`src/rtl/miss_cls_pkg.sv`:
```
package miss_cls_pkg;

    typedef enum logic [1:0] {
        CLS_HIT      = 2'b00,
        CLS_CONFLICT = 2'b01,
        CLS_CAPACITY = 2'b10
    } miss_cls_e;

    // Combine the two model verdicts into one label.
    function automatic miss_cls_e classify(input logic sa_hit, input logic fa_hit);
        if (sa_hit) begin
            return CLS_HIT;
        end
        if (fa_hit) begin
            return CLS_CONFLICT;
        end
        return CLS_CAPACITY;
    endfunction

endpackage

```
`src/rtl/miss_lru_ages.sv`:
```
// True LRU bookkeeping for N entries kept as a permutation of ages.
// Age 0 is the most recently used entry; age N-1 is the least recently used.
module miss_lru_ages #(
    parameter int N  = 4,
    localparam int AW = (N > 1) ? $clog2(N) : 1
) (
    input  logic                 clk_i,
    input  logic                 rst_i,
    input  logic                 touch_i,
    input  logic [AW-1:0]        way_i,
    output logic [N-1:0][AW-1:0] age_o
);

    typedef struct packed {
        logic [N-1:0][AW-1:0] age;
    } lru_state_t;

    lru_state_t st_d, st_q;
    logic [N-1:0] zero_vec;
    logic [N-1:0] oldest_vec;

    always_comb begin
        st_d = st_q;
        if (touch_i) begin
            for (int w = 0; w < N; w++) begin
                if (AW'(w) == way_i) begin
                    st_d.age[w] = '0;
                end else if (st_q.age[w] < st_q.age[way_i]) begin
                    st_d.age[w] = st_q.age[w] + 1'b1;
                end
            end
        end
    end

    always_ff @(posedge clk_i) begin
        if (rst_i) begin
            for (int w = 0; w < N; w++) begin
                st_q.age[w] <= AW'(w);
            end
        end else begin
            st_q <= st_d;
        end
    end

    assign age_o = st_q.age;

    always_comb begin
        for (int w = 0; w < N; w++) begin
            zero_vec[w]   = (st_q.age[w] == '0);
            oldest_vec[w] = (st_q.age[w] == AW'(N - 1));
        end
    end

    // a touched entry becomes most recently used
    p_mru_after_touch_r4: assert property (@(posedge clk_i) disable iff (rst_i)
        touch_i |=> (st_q.age[$past(way_i)] == '0));

    // exactly one most recent entry at any time
    p_single_mru_r4: assert property (@(posedge clk_i) disable iff (rst_i)
        $onehot(zero_vec));

    // exactly one least recent entry at any time
    p_single_lru_r4: assert property (@(posedge clk_i) disable iff (rst_i)
        $onehot(oldest_vec));

endmodule

```
`src/rtl/miss_sa_model.sv`:
```
// Tag-only set-associative cache model with per-set true LRU.
module miss_sa_model #(
    parameter int SETS  = 4,
    parameter int WAYS  = 4,
    parameter int IDX_W = 2,
    parameter int TAG_W = 10,
    localparam int AW = (WAYS > 1) ? $clog2(WAYS) : 1
) (
    input  logic             clk_i,
    input  logic             rst_i,
    input  logic             acc_i,
    input  logic [IDX_W-1:0] idx_i,
    input  logic [TAG_W-1:0] tag_i,
    output logic             hit_o,
    output logic             evict_valid_o,
    output logic [TAG_W-1:0] evict_tag_o
);

    typedef struct packed {
        logic [SETS-1:0][WAYS-1:0]            vld;
        logic [SETS-1:0][WAYS-1:0][TAG_W-1:0] tag;
    } sa_state_t;

    sa_state_t st_d, st_q;

    logic [WAYS-1:0]                  hit_vec;
    logic [AW-1:0]                    hit_way;
    logic [AW-1:0]                    vic_way;
    logic [AW-1:0]                    touch_way;
    logic                             hit;
    logic                             has_free;
    logic [SETS-1:0][WAYS-1:0][AW-1:0] ages;

    generate
        for (genvar s = 0; s < SETS; s++) begin : g_set_lru
            miss_lru_ages #(.N(WAYS)) u_lru (
                .clk_i   (clk_i),
                .rst_i   (rst_i),
                .touch_i (acc_i && (idx_i == IDX_W'(s))),
                .way_i   (touch_way),
                .age_o   (ages[s])
            );
        end
    endgenerate

    always_comb begin
        st_d    = st_q;
        hit_vec = '0;
        hit_way = '0;
        for (int w = 0; w < WAYS; w++) begin
            if (st_q.vld[idx_i][w] && (st_q.tag[idx_i][w] == tag_i)) begin
                hit_vec[w] = 1'b1;
                hit_way    = AW'(w);
            end
        end
        hit = |hit_vec;

        // Victim: lowest free way, else the least recently used way.
        has_free = 1'b0;
        vic_way  = '0;
        for (int w = WAYS - 1; w >= 0; w--) begin
            if (ages[idx_i][w] == AW'(WAYS - 1)) begin
                vic_way = AW'(w);
            end
        end
        for (int w = WAYS - 1; w >= 0; w--) begin
            if (!st_q.vld[idx_i][w]) begin
                has_free = 1'b1;
                vic_way  = AW'(w);
            end
        end

        touch_way     = hit ? hit_way : vic_way;
        evict_valid_o = acc_i && !hit && !has_free;
        evict_tag_o   = st_q.tag[idx_i][vic_way];

        if (acc_i && !hit) begin
            st_d.vld[idx_i][vic_way] = 1'b1;
            st_d.tag[idx_i][vic_way] = tag_i;
        end
    end

    always_ff @(posedge clk_i) begin
        if (rst_i) begin
            st_q <= '0;
        end else begin
            st_q <= st_d;
        end
    end

    assign hit_o = hit;

    // a tag is resident in at most one way of a set
    p_sa_unique_tag_r1: assert property (@(posedge clk_i) disable iff (rst_i)
        $onehot0(hit_vec));

    // a miss leaves the missed tag resident in its set
    p_sa_fill_r4: assert property (@(posedge clk_i) disable iff (rst_i)
        (acc_i && !hit) |=> st_q.vld[$past(idx_i)][$past(vic_way)]);

endmodule

```
`src/rtl/miss_fa_model.sv`:
```
// Tag-only fully-associative cache model with one global true LRU order.
module miss_fa_model #(
    parameter int LINES = 16,
    parameter int TAG_W = 12,
    localparam int AW = (LINES > 1) ? $clog2(LINES) : 1
) (
    input  logic             clk_i,
    input  logic             rst_i,
    input  logic             acc_i,
    input  logic [TAG_W-1:0] tag_i,
    output logic             hit_o
);

    typedef struct packed {
        logic [LINES-1:0]            vld;
        logic [LINES-1:0][TAG_W-1:0] tag;
    } fa_state_t;

    fa_state_t st_d, st_q;

    logic [LINES-1:0]         hit_vec;
    logic [AW-1:0]            hit_way;
    logic [AW-1:0]            vic_way;
    logic [AW-1:0]            touch_way;
    logic                     hit;
    logic [LINES-1:0][AW-1:0] ages;

    miss_lru_ages #(.N(LINES)) u_lru (
        .clk_i   (clk_i),
        .rst_i   (rst_i),
        .touch_i (acc_i),
        .way_i   (touch_way),
        .age_o   (ages)
    );

    always_comb begin
        st_d    = st_q;
        hit_vec = '0;
        hit_way = '0;
        for (int w = 0; w < LINES; w++) begin
            if (st_q.vld[w] && (st_q.tag[w] == tag_i)) begin
                hit_vec[w] = 1'b1;
                hit_way    = AW'(w);
            end
        end
        hit = |hit_vec;

        vic_way = '0;
        for (int w = LINES - 1; w >= 0; w--) begin
            if (ages[w] == AW'(LINES - 1)) begin
                vic_way = AW'(w);
            end
        end
        for (int w = LINES - 1; w >= 0; w--) begin
            if (!st_q.vld[w]) begin
                vic_way = AW'(w);
            end
        end

        touch_way = hit ? hit_way : vic_way;

        if (acc_i && !hit) begin
            st_d.vld[vic_way] = 1'b1;
            st_d.tag[vic_way] = tag_i;
        end
    end

    always_ff @(posedge clk_i) begin
        if (rst_i) begin
            st_q <= '0;
        end else begin
            st_q <= st_d;
        end
    end

    assign hit_o = hit;

    // each full line address is resident at most once
    p_fa_unique_tag_r8: assert property (@(posedge clk_i) disable iff (rst_i)
        $onehot0(hit_vec));

    // without an access the model contents hold still
    p_fa_idle_hold_r9: assert property (@(posedge clk_i) disable iff (rst_i)
        !acc_i |=> $stable(st_q));

endmodule

```
`src/rtl/miss_classifier.sv`:
```
// Runs a set-associative and a same-capacity fully-associative tag model
// together and labels every access as hit, conflict miss or capacity miss.
module miss_classifier
    import miss_cls_pkg::*;
#(
    parameter int ADDR_W = 12,
    parameter int LINES  = 16,
    parameter int WAYS   = 4
) (
    input  logic                                       clk_i,
    input  logic                                       rst_i,
    input  logic                                       acc_valid_i,
    input  logic [ADDR_W-1:0]                          acc_addr_i,
    output logic                                       cls_valid_o,
    output logic [1:0]                                 cls_o,
    output logic                                       evict_valid_o,
    output logic [ADDR_W-$clog2(LINES/WAYS)-1:0]       evict_tag_o
);

    localparam int SETS  = LINES / WAYS;
    localparam int IDX_W = $clog2(SETS);
    localparam int TAG_W = ADDR_W - IDX_W;

    typedef struct packed {
        logic             vld;
        miss_cls_e        cls;
        logic             ev_vld;
        logic [TAG_W-1:0] ev_tag;
    } out_state_t;

    out_state_t st_d, st_q;

    logic             sa_hit;
    logic             fa_hit;
    logic             sa_ev_vld;
    logic [TAG_W-1:0] sa_ev_tag;

    miss_sa_model #(
        .SETS  (SETS),
        .WAYS  (WAYS),
        .IDX_W (IDX_W),
        .TAG_W (TAG_W)
    ) u_sa (
        .clk_i         (clk_i),
        .rst_i         (rst_i),
        .acc_i         (acc_valid_i),
        .idx_i         (acc_addr_i[IDX_W-1:0]),
        .tag_i         (acc_addr_i[ADDR_W-1:IDX_W]),
        .hit_o         (sa_hit),
        .evict_valid_o (sa_ev_vld),
        .evict_tag_o   (sa_ev_tag)
    );

    miss_fa_model #(
        .LINES (LINES),
        .TAG_W (ADDR_W)
    ) u_fa (
        .clk_i (clk_i),
        .rst_i (rst_i),
        .acc_i (acc_valid_i),
        .tag_i (acc_addr_i),
        .hit_o (fa_hit)
    );

    always_comb begin
        st_d        = st_q;
        st_d.vld    = acc_valid_i;
        st_d.ev_vld = sa_ev_vld;
        if (acc_valid_i) begin
            st_d.cls    = classify(sa_hit, fa_hit);
            st_d.ev_tag = sa_ev_tag;
        end
    end

    always_ff @(posedge clk_i) begin
        if (rst_i) begin
            st_q <= '{vld: 1'b0, cls: CLS_HIT, ev_vld: 1'b0, ev_tag: '0};
        end else begin
            st_q <= st_d;
        end
    end

    assign cls_valid_o   = st_q.vld;
    assign cls_o         = st_q.cls;
    assign evict_valid_o = st_q.ev_vld;
    assign evict_tag_o   = st_q.ev_tag;

    // every accepted access yields a result on the next cycle
    p_result_follows_r6: assert property (@(posedge clk_i) disable iff (rst_i)
        acc_valid_i |=> cls_valid_o);

    // no result without an access in the cycle before
    p_no_spurious_r6: assert property (@(posedge clk_i) disable iff (rst_i)
        !acc_valid_i |=> !cls_valid_o);

    // only the three defined codes appear
    p_code_legal_r3: assert property (@(posedge clk_i) disable iff (rst_i)
        cls_valid_o |-> (cls_o != 2'b11));

    // an eviction is only reported alongside a miss result
    p_evict_on_miss_r5: assert property (@(posedge clk_i) disable iff (rst_i)
        evict_valid_o |-> (cls_valid_o && (cls_o != CLS_HIT)));

    // a conflict miss means the fully-associative model had the line
    p_conflict_source_r2: assert property (@(posedge clk_i) disable iff (rst_i)
        (acc_valid_i && !sa_hit && fa_hit) |=> (cls_o == CLS_CONFLICT));

endmodule

```
`config.mk`:
```
export PLATFORM = sky130hd
export DESIGN_NAME = miss_classifier
export DESIGN_NICKNAME = d
export VERILOG_FILES = /design/src/rtl/miss_cls_pkg.sv /design/src/rtl/miss_lru_ages.sv /design/src/rtl/miss_sa_model.sv /design/src/rtl/miss_fa_model.sv /design/src/rtl/miss_classifier.sv
export SDC_FILE = /design/constraint.sdc
export NUM_CORES = 1
export LEC_CHECK = 0
export BUFFER_PORTS_ARGS = -buffer_cell sky130_fd_sc_hd__buf_4
export CAP_MARGIN = 10
export CORE_UTILIZATION = 40
export DETAILED_ROUTE_END_ITERATION = 10
export GPL_ROUTABILITY_DRIVEN = 1
export GPL_TIMING_DRIVEN = 0
export PLACE_DENSITY = 0.57
export RECOVER_POWER = 50
export SYNTH_ARGS = -nofsm -noshare
export SYNTH_HDL_FRONTEND = slang
export SYNTH_SLANG_ARGS = --single-unit
```
`constraint.sdc`:
```
create_clock -name clk_i -period 10.3 [get_ports clk_i]
set_input_delay 1.545 -clock clk_i [delete_from_list [all_inputs] [get_ports clk_i]]
set_output_delay 1.545 -clock clk_i [all_outputs]
set_load 0.005 [all_outputs]
```
==> results.yml <==
outcome:
  outcome: "finished clean"
grt:
  overflow: 0
  grt_max_degree: 17
  grt_pass1_wl_um: 145000
  grt_usage_pct: 27.5
  grt_pass1_vias: 22700
  antenna_found_initial: 0
drt:
  num_vias: 23600
  routed_wl_um: 96600
  firstDrtPassIters: 6
  ant_nets: 0
  post_drt_wl_per_cell_um: 24.2
  drcViolationCount: 0
  via_per_inst: 5.90
  drtIter0Drc: 2566
floorplan:
  rows: 95
  start_util_pct: 40.4
  ios: 29
  design.die.area_um2: 68900
  fp.dieH_um: 262
  core_area_um2: 67200
  die_w_um: 262
finish:
  antennaDiodeCount: 0
  fin_area_um2: 30300
  stdcell_count: 3991
  nets: 3170
  area_growth_pct: 11.6
  drive_gt1_share_pct: 8.88
min_path:
  hp-class: "flip-flop to flip-flop"
critical_path:
  end_kind: "flip-flop"
  crit_type: "primary input to flip-flop"
  cp_data_required_time_ns: 10.87
  critPathArrivalTime_ns: 9.04
  worst-path-max-fanout: 10
  startpoint_type: "primary input"
synthesis:
  synth.area.mux_share_pct: 18.4
  seq_area_frac_synth_pct: 36.4
  syn_inst: 2995
  syn-num-nets: 3090
  synth-compound-area-share_pct: 10.8
  yosys.area_share.adder_pct: 3.69
  synth_top_area_share_pct: 36.4
  synthSimpleGateAreaFrac_pct: 18.5
  synthesis.area_um2: 27100
  synthFlopType: "dfxtp_1"
  synth_area_leader_cell: "dfxtp_1"
  ys_seq_elements: 494
  async_flop_share_pct: 0
  synth_xor_area_share_pct: 7.55
  synth_area_leaders: "dfxtp_1 36%, mux2i_1 14%, nor2_1 7.2%"
  synth-edff-count: 0
  synth-warning-count: 0
  synth.distinct_cells: 104
  synth_top_family_by_area: "simple AND/OR/NAND/NOR gates"
  syn_area_per_cell_um2: 9.06
place:
  io_buffers: 15
  gp_congestion: 0.961
  hpwlAfterDp_um: 69500
  dp_slack_ns: 2.42
  dpl-instance-area_um2: 28400
  dp.cells: 3889
clock_network:
  cts_tree: "yes"
  numClockSinks: 494
  cts_buffer_depth: 3
  h-tree-depth: 2
  clock_latency_ns: 0.65
  path_clk_slew_ns: 0.06
  cts_made_buffers: 56
  cts_resized: 0
  cts_hold_buf: 0
  cts_root_buf: "clkbuf_16"
  postCtsSetupBuffers: 0
timing:
  rsz0062_at_grt: "false"
  setup_viol: 0
  timing_hold_violations_final: 0
  fin_ws_ns: 1.83
  slew_violations: 0
  final.setup.tns_ns: 0
  fmax_mhz: 118
  finalCriticalPeriod_ns: 8.47
  skew_ns: 0.0339
  hold_slack_ns: 0.444
  period_share_pct: 82.2
  worst_pin_slew_ns: 1.26
  relSlewSlack_pct: 16.3
power:
  peakVddDrop_v: 0.000115
  p_per_area_nw_per_um2: 149
  power_leakage_nw: 11.9
job:
  drv_cap: 0
==> per-layer routing <==
metal  global-route usage (%)  share of wire [%]  vias up
li1                         -                  -    10800
met1                     37.8                 44    11600
met2                     44.0                 45      962
met3                     4.00                7.3      188
met4                     9.40                3.3        0
met5                        0                  0        -
==> cell usage in the layout, fill, tap and decap left out, types with 11 or more instances in the layout <==
| cell | count |
|---|---|
| o31ai_1 | 12 |
| o21a_1 | 24 |
| a31oi_1 | 20 |
| mux2i_1 | 374 |
| clkbuf_16 | 56 |
| buf_2 | 23 |
| o211ai_1 | 31 |
| ha_1 | 80 |
| clkinv_2 | 11 |
| clkbuf_8 | 11 |
| nand4_1 | 57 |
| nor2b_1 | 12 |
| xor2_1 | 37 |
| and4_1 | 13 |
| nand2b_1 | 14 |
| a21o_1 | 17 |
| nand3_1 | 90 |
| xnor2_1 | 195 |
| buf_6 | 26 |
| nand2_1 | 167 |
| and3_1 | 28 |
| nor4_1 | 31 |
| inv_1 | 54 |
| mux2_2 | 20 |
| clkbuf_1 | 161 |
| mux4_2 | 45 |
| or3_1 | 18 |
| clkbuf_4 | 14 |
| nor3_1 | 49 |
| o21ai_0 | 76 |
| nor2_1 | 521 |
| a21oi_1 | 101 |
| dfxtp_1 | 494 |
==> cell usage after synthesis, drive strengths merged, types with 15 or more instances <==
cell type,n
o41ai,15
o211ai,33
buf,78
nor3,49
nand2,167
o21a,24
xnor2,196
o21ai,82
inv,55
a31oi,20
dfxtp,494
and3,28
nor4,36
xor2,37
a21oi,102
clkbuf,129
mux2i,374
a21o,17
nand3,91
ha,80
nand4,58
mux4,45
mux2,20
or3,19
nor2,523
==> metrics by stage <==
stage	util, %	total power, W
3_5_place_dp	42.3	0.00246
5_1_grt	45.1	0.00464
2_1_floorplan	-	0.00229
4_1_cts	45.2	0.00452
3_3_place_gp	42.2	0.00245
6_report	45.1	0.00450
==> state kept, by name, summed over array words and instances (netlist names) <==
signal                      count
cls_valid_o                     1
u_fa.st_q                     208
evict_valid_o                   1
cls_o                           2
u_sa.g_set_lru.u_lru.age_o     32
evict_tag_o                    10
u_fa.u_lru.age_o               64
u_sa.st_q                     176
==> cell families after synthesis <==
group           count (synthesis)
compound gates                416
buf+inv                       263
flops                         494
mux                           439
fa+ha+maj                      80
simple gates                 1070
xor+xnor                      233
==> worst max-delay path: stages <==
cell and delay, ns:
buf_6 0.13, clkbuf_1 0.84, clkbuf_1 0.73, xor2_1 0.15, nor4_1 0.31, nand4_1 0.38, and4_1 0.41, nand4_1 0.16
buf_6 0.17, nor2_1 0.09, nor2_4 0.31, buf_1 0.51, mux2i_1 0.25, nand2_1 0.07, o211ai_1 0.10, o21ai_0 0.13
o21ai_2 0.60, buf_8 0.24, ha_1 0.24, o21a_1 0.19, o21ai_0 0.35, o21bai_1 0.20, nor4b_1 0.63, a311o_1 0.26
==> report_power, final <==
| group | switching, W | internal [W] |
|---|---|---|
| clock | 0.000874 | 0.00121 |
| combinational | 0.000316 | 0.000148 |
| sequential | 0.0000241 | 0.00194 |
| total | 0.00121 | 0.00329 |
==> area by class of cell <==
cell class,count,area (um^2)
clock inverters,23,307
clock buffers,78,1590
multi-input cells,2238,16000
plain buffers,207,1020
repair buffers,22,179
flip-flops and latches,494,9890
fillers,6491,36900
well taps,873,1090
inverters,56,210
==> path summary, 6_finish.rpt <==
path | start | to | slack, ns | depth (start not counted)
worst max-delay path | acc_addr_i[7] | u_fa.u_lru.age_o[26]$_SDFFE_PP1P_ | 1.83 | 24
worst min-delay path | u_sa.st_q[167]$_SDFFE_PP0P_ | u_sa.st_q[167]$_SDFFE_PP0P_ | 0.44 | 2
worst max register to register | u_fa.u_lru.age_o[28]$_SDFFE_PP1P_ | u_fa.u_lru.age_o[26]$_SDFFE_PP1P_ | 3.60 | 21
worst min register to register | u_sa.st_q[167]$_SDFFE_PP0P_ | u_sa.st_q[167]$_SDFFE_PP0P_ | 0.44 | 2
(Power assumes the default switching activity.)
